### config.mk
export PLATFORM = sky130hd
export DESIGN_NAME = mdio_master
export DESIGN_NICKNAME = d
export VERILOG_FILES = /design/src/rtl/mdio_pkg.sv /design/src/rtl/mdio_clkdiv.sv /design/src/rtl/mdio_frame_seq.sv /design/src/rtl/mdio_master.sv
export SDC_FILE = /design/constraint.sdc
export NUM_CORES = 1
export LEC_CHECK = 0
export ABC_AREA = 1
export ABC_CLOCK_PERIOD_IN_PS = 2300
export BUFFER_PORTS_ARGS = -buffer_cell sky130_fd_sc_hd__buf_2
export CORE_MARGIN = 1.5
export CORE_UTILIZATION = 30
export CTS_BUF_LIST = sky130_fd_sc_hd__clkbuf_4
export DETAILED_ROUTE_END_ITERATION = 8
export GPL_TIMING_DRIVEN = 0
export HOLD_SLACK_MARGIN = 0.15
export MAX_ROUTING_LAYER = met4
export PLACE_DENSITY_LB_ADDON = 0.1
export SYNTH_ARGS = -nofsm -noshare
export SYNTH_HDL_FRONTEND = slang
export SYNTH_SLANG_ARGS = --single-unit
### constraint.sdc
create_clock -name clk -period 2.3 [get_ports clk]
set_input_delay 0.345 -clock clk [delete_from_list [all_inputs] [get_ports clk]]
set_output_delay 0.345 -clock clk [all_outputs]
set_load 0.005 [all_outputs]
### src/rtl/mdio_pkg.sv
// Package: shared frame geometry and command type for the MDIO master.
// Assumes clause-22 framing with a full 32-bit preamble.
package mdio_pkg;
    localparam int FRAME_BITS = 64;
    localparam int TA_IDX     = 46;   // first turnaround bit
    localparam int DATA_IDX   = 48;   // first data bit
    localparam int GO_BIT     = 15;
    localparam int WR_BIT     = 10;

    typedef struct packed {
        logic       wr;
        logic [4:0] phy;
        logic [4:0] rg;
    } mdio_cmd_t;
endpackage

### src/rtl/mdio_clkdiv.sv
// Module: MDC generator. Toggles MDC every div+1 system clocks while run is
// high and flags the edge at which MDC rises or falls.
// Assumes div is steady while run is high; MDC is forced low when not running.
module mdio_clkdiv #(
    parameter int DIV_W = 6
) (
    input  logic             clk,
    input  logic             rst_n,
    input  logic             run,
    input  logic [DIV_W-1:0] div,
    output logic             mdc,
    output logic             rise_evt,
    output logic             fall_evt
);
    logic [DIV_W-1:0] cnt;
    logic             wrap;

    // Half-period boundary and the edge type it produces.
    always_comb begin
        wrap     = run && (cnt == div);
        rise_evt = wrap && !mdc;
        fall_evt = wrap && mdc;
    end

    // Half-period counter and MDC toggle.
    always_ff @(posedge clk) begin
        if (!rst_n || !run) begin
            cnt <= '0;
            mdc <= 1'b0;
        end else if (wrap) begin
            cnt <= '0;
            mdc <= !mdc;
        end else begin
            cnt <= cnt + 1'b1;
        end
    end
endmodule

### src/rtl/mdio_frame_seq.sv
// Module: clause-22 frame sequencer. Loads the 64-bit frame at start, moves
// to the next bit on each MDC fall, samples read data on MDC rises.
// Assumes start is only raised while idle and edge strobes come from mdio_clkdiv.
module mdio_frame_seq
    import mdio_pkg::*;
(
    input  logic       clk,
    input  logic       rst_n,
    input  logic       start,
    input  mdio_cmd_t  cmd,
    input  logic [15:0] wdata,
    input  logic       rise_evt,
    input  logic       fall_evt,
    input  logic       mdio_i,
    output logic       busy,
    output logic       finish,
    output logic       mdio_o,
    output logic       mdio_oe,
    output logic [15:0] rd_data
);
    logic [FRAME_BITS-1:0] sr;
    logic [5:0]            idx;
    logic                  wr_q;
    logic [FRAME_BITS-1:0] frame;

    // Frame image for the command being started.
    always_comb begin
        frame = {32'hFFFF_FFFF, 2'b01, (cmd.wr ? 2'b01 : 2'b10), cmd.phy, cmd.rg,
                 (cmd.wr ? 2'b10 : 2'b11), (cmd.wr ? wdata : 16'hFFFF)};
        finish = busy && fall_evt && (idx == 6'(FRAME_BITS - 1));
        mdio_o = sr[FRAME_BITS-1];
    end

    // Bit sequencing, output enable and read capture.
    always_ff @(posedge clk) begin
        if (!rst_n) begin
            sr      <= '0;
            idx     <= '0;
            wr_q    <= 1'b0;
            busy    <= 1'b0;
            mdio_oe <= 1'b0;
            rd_data <= '0;
        end else if (start && !busy) begin
            sr      <= frame;
            idx     <= '0;
            wr_q    <= cmd.wr;
            busy    <= 1'b1;
            mdio_oe <= 1'b1;
        end else if (busy) begin
            if (rise_evt && !wr_q && (idx >= 6'(DATA_IDX)))
                rd_data <= {rd_data[14:0], mdio_i};
            if (finish) begin
                busy    <= 1'b0;
                mdio_oe <= 1'b0;
            end else if (fall_evt) begin
                idx     <= idx + 6'd1;
                sr      <= {sr[FRAME_BITS-2:0], 1'b0};
                mdio_oe <= wr_q || ((idx + 6'd1) < 6'(TA_IDX));
            end
        end
    end
endmodule

### src/rtl/mdio_master.sv
// Module: MDIO station management master (top). Holds the control, data and
// divider registers and connects the MDC generator to the frame sequencer.
// Assumes software polls busy; writes while busy are dropped.
module mdio_master
    import mdio_pkg::*;
#(
    parameter int DIV_W   = 6,
    parameter int DIV_RST = 24
) (
    input  logic             clk,
    input  logic             rst_n,
    input  logic             ctl_we,
    input  logic [15:0]      ctl_wdata,
    output logic [15:0]      ctl_rdata,
    input  logic             data_we,
    input  logic [15:0]      data_wdata,
    output logic [15:0]      data_rdata,
    input  logic             div_we,
    input  logic [DIV_W-1:0] div_wdata,
    output logic             mdc,
    output logic             mdio_o,
    output logic             mdio_oe,
    input  logic             mdio_i
);
    mdio_cmd_t        cmd_in;
    mdio_cmd_t        cmd_q;
    logic [15:0]      data_q;
    logic [DIV_W-1:0] div_q;
    logic             busy_w;
    logic             finish_w;
    logic             start_w;
    logic             rise_w;
    logic             fall_w;
    logic [15:0]      rcap_w;
    logic             ctl_unused;

    // Decode the incoming control word.
    always_comb begin
        cmd_in     = '{wr: ctl_wdata[WR_BIT], phy: ctl_wdata[9:5], rg: ctl_wdata[4:0]};
        start_w    = ctl_we && ctl_wdata[GO_BIT] && !busy_w;
        ctl_unused = ^ctl_wdata[14:11];
        ctl_rdata  = {busy_w, 4'b0000, cmd_q};
        data_rdata = data_q;
    end

    // Command and divider registers, written only while idle.
    always_ff @(posedge clk) begin
        if (!rst_n) begin
            cmd_q <= '0;
            div_q <= DIV_W'(DIV_RST);
        end else begin
            if (start_w) cmd_q <= cmd_in;
            if (div_we && !busy_w) div_q <= div_wdata;
        end
    end

    // Data register: software load while idle, read result at frame end.
    always_ff @(posedge clk) begin
        if (!rst_n)
            data_q <= '0;
        else if (finish_w && !cmd_q.wr)
            data_q <= rcap_w;
        else if (data_we && !busy_w)
            data_q <= data_wdata;
    end

    mdio_clkdiv #(.DIV_W(DIV_W)) u_div (
        .clk      (clk),
        .rst_n    (rst_n),
        .run      (busy_w),
        .div      (div_q),
        .mdc      (mdc),
        .rise_evt (rise_w),
        .fall_evt (fall_w)
    );

    mdio_frame_seq u_seq (
        .clk      (clk),
        .rst_n    (rst_n),
        .start    (start_w),
        .cmd      (cmd_in),
        .wdata    (data_q),
        .rise_evt (rise_w),
        .fall_evt (fall_w),
        .mdio_i   (mdio_i),
        .busy     (busy_w),
        .finish   (finish_w),
        .mdio_o   (mdio_o),
        .mdio_oe  (mdio_oe),
        .rd_data  (rcap_w)
    );
endmodule

# --- Yosys cells after proc, flatten, opt, wreduce, memory -nomap -nowiden ---
# Index checks and enable logic that the tools add are counted.
# Widths: inputs -> output; s select.
word_totals:
  register_bits: 129
  out_inout_bits: 35
  in_bits: 44
  wordCells: 70
classes:
  add_sub_neg: 2
  n_bitwise: 3
  order_cmp: 2
  n_reduce_logical: 30
  n_eq_ne: 3
  muxes: 16
op_table:
  columns: ["op", "count"]
  rows:
  - ["$mux 64", 4]
  - ["$mux 16", 3]
  - ["$logic_and 1x1->1", 13]
  - ["$add 6x1->6 const B", 2]
  - ["$reduce_and 3->1", 3]
  - ["$mux 1", 8]
  - ["$eq 6x6->1", 1]
  - ["$eq 6x6->1 const B", 1]
  - ["$ge 6x6->1 const B", 1]
  - ["$lt 6x6->1 const B", 1]
  - ["$reduce_bool 2->1", 3]
  - ["$logic_not 1->1", 5]
  - ["$reduce_or 2->1", 2]
  - ["$not 1->1", 3]
  - ["$reduce_bool 3->1", 1]
  - ["$logic_or 1x1->1", 2]
  - ["$mux 2", 1]
  - ["$ne 2x1->1 const B", 1]
  - ["$reduce_and 2->1", 1]

# --- Depth between registers and ports, before layout ---
logic_depth:
  ltp_word: 8
  depth_mapped: 13
  mapped_depth_nobuf: 12

# --- Cells and area by module ---
# From an unflattened synthesis, not the netlist that was laid out.
unflattened:
  hier_cells: 743
  area_unflattened_um2: 5636.7
modules_own_cells:
  columns: ["module", "area_each_um2", "cells_per_inst", "seq_area_each_um2", "n_inst"]
  rows:
  - ["mdio_frame_seq", 3479.6, 455, 1781.7, 1]
  - ["mdio_master", 1687.9, 223, 660.6, 1]
  - ["mdio_clkdiv", 469.2, 65, 140.1, 1]

# --- Worst setup path after synthesis ---
# No wires, ideal clock.
synth_path:
  kind: "flip-flop to flip-flop"
  startpoint: "register u_seq.idx[0]"
  endpoint: "register u_seq.sr[44]"
  synth_period_minus_slack_ps: 1689
  n_path_buf: 1
  path_slack_ps: 611
  t_required_ps: 2174
  arrival_ps: 1563
  setup_ps: 126
  path_stages_with_launch: 10
  path_cell_list: "dfxtp_1 -> ha_1 -> nand3_1 -> nor2_4 -> inv_2 -> nand2_4 -> clkbuf_1 -> nand2_1 -> nand2_1 -> nand2_1"
synth_via:
  elab_chain_len: 4
synth_lines:
  columns: ["item", "line", "text"]
  rows:
  - ["start, declared", "mdio_frame_seq.sv:22", "logic [5:0] idx;"]
  - ["start signal, assigned", "mdio_frame_seq.sv:56", "idx <= idx + 6'd1;"]
  - ["$eq 6x6->1", "mdio_frame_seq.sv:30", "finish = busy && fall_evt && (idx == 6'(FRAME_BITS - 1));"]
  - ["$logic_and 1x1->1", "mdio_frame_seq.sv:30", null]
  - ["$ne 2x1->1 (no source line)", null, null]
  - ["$reduce_and 3->1 (no source line)", null, null]
  - ["end signal, assigned", "mdio_frame_seq.sv:44", "sr <= frame;"]
  - ["end signal, assigned", "mdio_frame_seq.sv:57", "sr <= {sr[FRAME_BITS-2:0], 1'b0};"]
  - ["end, declared", "mdio_frame_seq.sv:21", "logic [FRAME_BITS-1:0] sr;"]
# Every way passes these cells.
# A chain may end at the register's enable or synchronous reset.

# --- Final worst setup path ---
layout_path:
  startpoint: "register u_seq.idx[0]"
  endpoint: "register data_q[14] (netlist: data_rdata[14])"
layout_via:
  elab_chain_len: 4
  word_cells_on_any_way: 5
  cone_classes: "eq/ne: 1; mux: 1; reduce/logical: 3"
layout_lines:
  columns: ["item", "line", "text"]
  rows:
  - ["$eq 6x6->1 (*)", "mdio_frame_seq.sv:30", null]
  - ["$logic_and 1x1->1 (*)", "mdio_frame_seq.sv:30", null]
  - ["$logic_and 1x1->1 (*)", "mdio_master.sv:61", "else if (finish_w && !cmd_q.wr)"]
  - ["$mux 16 or $reduce_bool 2->1 (tied branches)", null, null]
  - ["end signal, assigned", "mdio_master.sv:62", "data_q <= rcap_w;"]
  - ["end signal, assigned", "mdio_master.sv:64", "data_q <= data_wdata;"]
  - ["end, declared", "mdio_master.sv:27", "logic [15:0] data_q;"]
# Mark *: on every way between the ends. The rest lies on a longest branch, timed or not.

==> key figures <==
CTS
  • CTS Root Cell: clkbuf_4
  • H-tree lvl count: 4
  • Maximum clock path buffer count: 2
  • Clk_lat worst skew: 0.52 ns
  • # clock sinks: 128
  • CTS Buf Count: 17
  • CTS tree: done
  • Clk pin slew, worst setup/hold paths: 0.11 ns

Power
  • Sw frac: 0.2639
  • Clock share of power: 0.354
  • Max IR drop VDD: 251.8 uV
  • Sw Pwr: 1.171 mW
  • Leak: 3.152 nW
  • Logic pwr share: 0.106
  • Cell internal pwr: 3.267 mW
  • Pwr Density: 649.6 nW/um2
  • Sequential power share: 0.540

STA
  • Worst clock skew: 0.02263 ns
  • Max Slew Vio Count: 0
  • Achievable Freq: 483.1 MHz
  • Setup violations, final: 0
  • Slew @ Worst Pin: 0.6113 ns
  • Final Hold Viols: 0
  • Slew margin rel.: 0.5925
  • Fin crit share: 0.9000
  • RSZ-0062 raised after global routing: false
  • Min Tclk post-route: 2.070 ns

Finish
  • Leading cell types in the layout, fill and taps excluded: nand2_1 (208), dfxtp_1 (128), inv_1 (82)
  • Fin area: 6833 um2
  • Non-filler cells, final: 1161
  • Most common cell after layout, fill and taps aside: nand2_1
  • Storage element area: 2562 um2
  • Footprint of the multi-input gates: 2477 um2
  • Filler Cell Count: 1969
  • Final #Nets: 964
  • Layout cells sized above 1: 0.1493
  • Area Growth Syn to Fin: 22.39%

Logic synthesis
  • Async SR Flop Fraction: 0
  • Post-synth EDFFs: 0
  • Synth Area in Compound Gates: 0.1423
  • Top_reg_cell synth: dfxtp_1
  • Mux contribution to synthesized area: 0
  • Cells after Synth: 798
  • Number of distinct library cells after synthesis: 31
  • Adder-Cell Fraction of Synth Area: 0.004482
  • Ys Warns: 0
  • Synthesized flop and latch total: 128
  • Sequential cell area fraction in the yosys report: 0.4590
  • Simple-Gate Fraction of Synth Area: 0.2853
  • Avg Cell Area, Syn: 6.996 um2
  • Synth Area in XOR/XNOR: 0.006275
  • Post-synthesis cell area: 5583 um2
  • Combinational family with the most area after synthesis: simple AND/OR/NAND/NOR gates

Global routing
  • GRT met1 Usage: 0.2288
  • M2 GR Usage: 0.2715
  • Grt ovf: 0
  • Total Routing Usage GR: 0.1744
  • Top Usage Layer GRT: met2
  • First-pass GRT wire length: 25980 um
  • Vias in the first global route: 5028
  • GR Layer Usage met3: 0.03957
  • Largest net degree at the start of global routing: 17
  • Initial antenna violation count: 1

Setup path
  • CP required: 2.69 ns
  • Startpoint Class: register
  • CP Class: register to register
  • Critical Path End Type: register
  • CP max FO: 10
  • Crit path arrival time: 2.46 ns

Route
  • Starting DRC count in detailed routing: 271
  • Routed vias: 5304
  • Drt pass-1 iters: 6
  • Detail-routed via count per cell: 4.568
  • DRC: 1
  • DRT Wirelength: 15810 um
  • Wire length per cell: 13.62 um
  • Number of routed nets with antenna violations: 0

Floorplanning
  • Die H: 139.4 um
  • Standard-cell row count: 49
  • Die W: 139.4 um
  • Num ports: 79
  • Core Region: 18090 um2
  • Die ar.: 19440 um2
  • Initial Util: 0.3087

Placed design
  • Placed Cells: 1099
  • Hpwl dp: 11380 um
  • Placed Area: 6226 um2
  • Gpl congestion: 0.8080
  • Port Buf Inserts: 69

Run status
  • Violated checks: DRC
  • Outcome: complete, but fails checks

Flow run
  • MaxCap Viol Count: 0

Worst hold path
  • Hold crit path type: input pin to register
[flip-flops by register name (all words and copies together), names as in the netlist]
name,cells
u_seq.sr,64
ctl_rdata,11
u_div.cnt,6
data_rdata,16
u_seq.rd_data,16
u_div.mdc,1
u_seq.busy,1
u_seq.mdio_oe,1
u_seq.idx,6
div_q,6
[stage by stage]
stage	hold slack (ns)	power, mW	TNS, ns	util	worst slack, ns
floorplan	0.4292	2.714	0	-	0.6112
detailed placement	0.4546	2.890	-1.437	0.3442	-0.1594
global route	0.1564	4.690	0	0.3778	0.02509
global placement	0.4510	2.891	-1.671	0.3442	-0.1685
CTS	0.1510	4.513	0	0.3745	0.06694
finish	0.1945	4.439	0	0.3778	0.2300
[final timing paths]
path / slack, ns / cells past startpoint / startpoint / endpoint
max: 0.23 / 8 / u_seq.idx[0] / data_rdata[14]
min: 0.19 / 5 / data_wdata[2] / data_rdata[2]
max reg2reg: 0.23 / 8 / u_seq.idx[0] / data_rdata[14]
min reg2reg: 0.47 / 2 / ctl_rdata[5] / ctl_rdata[5]
[synth_stat cells (all sizes together), types with 3 or more instances]
library cell  count  area share
dfxtp           128        0.46
clkbuf           32       0.022
nand3            70       0.063
nand2           210        0.14
or2               6      0.0067
o21ai            63       0.056
a211oi           15       0.020
a21oi            69       0.062
nor3              5      0.0065
nor2             64       0.045
nand4            18       0.020
buf              22       0.023
xor2              3      0.0047
inv              84       0.056
[per-layer routing]
layer  wire (um)  vias up
met5           0        -
met4         119        0
met3         694        6
met2        7133       93
met1        7867     2391
li1            -     2814
[worst max-delay path: stages, from the launching register on]
cell and delay [ns]:
dfxtp_1 0.41, ha_1 0.20, nand3_1 0.18, nor2_4 0.27
buf_12 0.15, clkbuf_1 0.32, nand4_1 0.20, nand2_1 0.14
a21oi_1 0.07
[cell type report]
class / count / area share
well taps: 229 / 0.04193
multi-input cells: 534 / 0.3626
diodes: 1 / 0.0003662
flip-flops and latches: 128 / 0.3750
clock inverters: 14 / 0.02161
clock buffers: 18 / 0.01978
plain buffers: 54 / 0.03717
inverters: 85 / 0.04669
repair buffers: 98 / 0.09485
[power groups by stage]
stage / Combinational [mW] / Sequential, mW / Clock (mW)
floorplan: 0.284 / 2.43 / 0
global placement: 0.443 / 2.45 / 0
detailed placement: 0.443 / 2.45 / 0
CTS: 0.475 / 2.40 / 1.64
global route: 0.543 / 2.41 / 1.74
finish: 0.470 / 2.40 / 1.57
[logic make-up after synthesis]
logic type | after synthesis
xor gates and xnor gates | 4
and+or+nand+nor | 374
buffers and inverters | 139
other | 1
AOI/OAI and AO/OA | 150
adders and majority gates | 2
DFF | 128
[repair_timing]
action | in CTS | in global routing
buffers inserted | 3 | 2
endpoints found under the setup margin | 19 | 46
pin swaps | 1 | 1
gates resized for setup | 3 | 6
hold endpoints to repair | 30 | 2
hold buffers | 22 | 2
(Power assumes the default switching activity.)
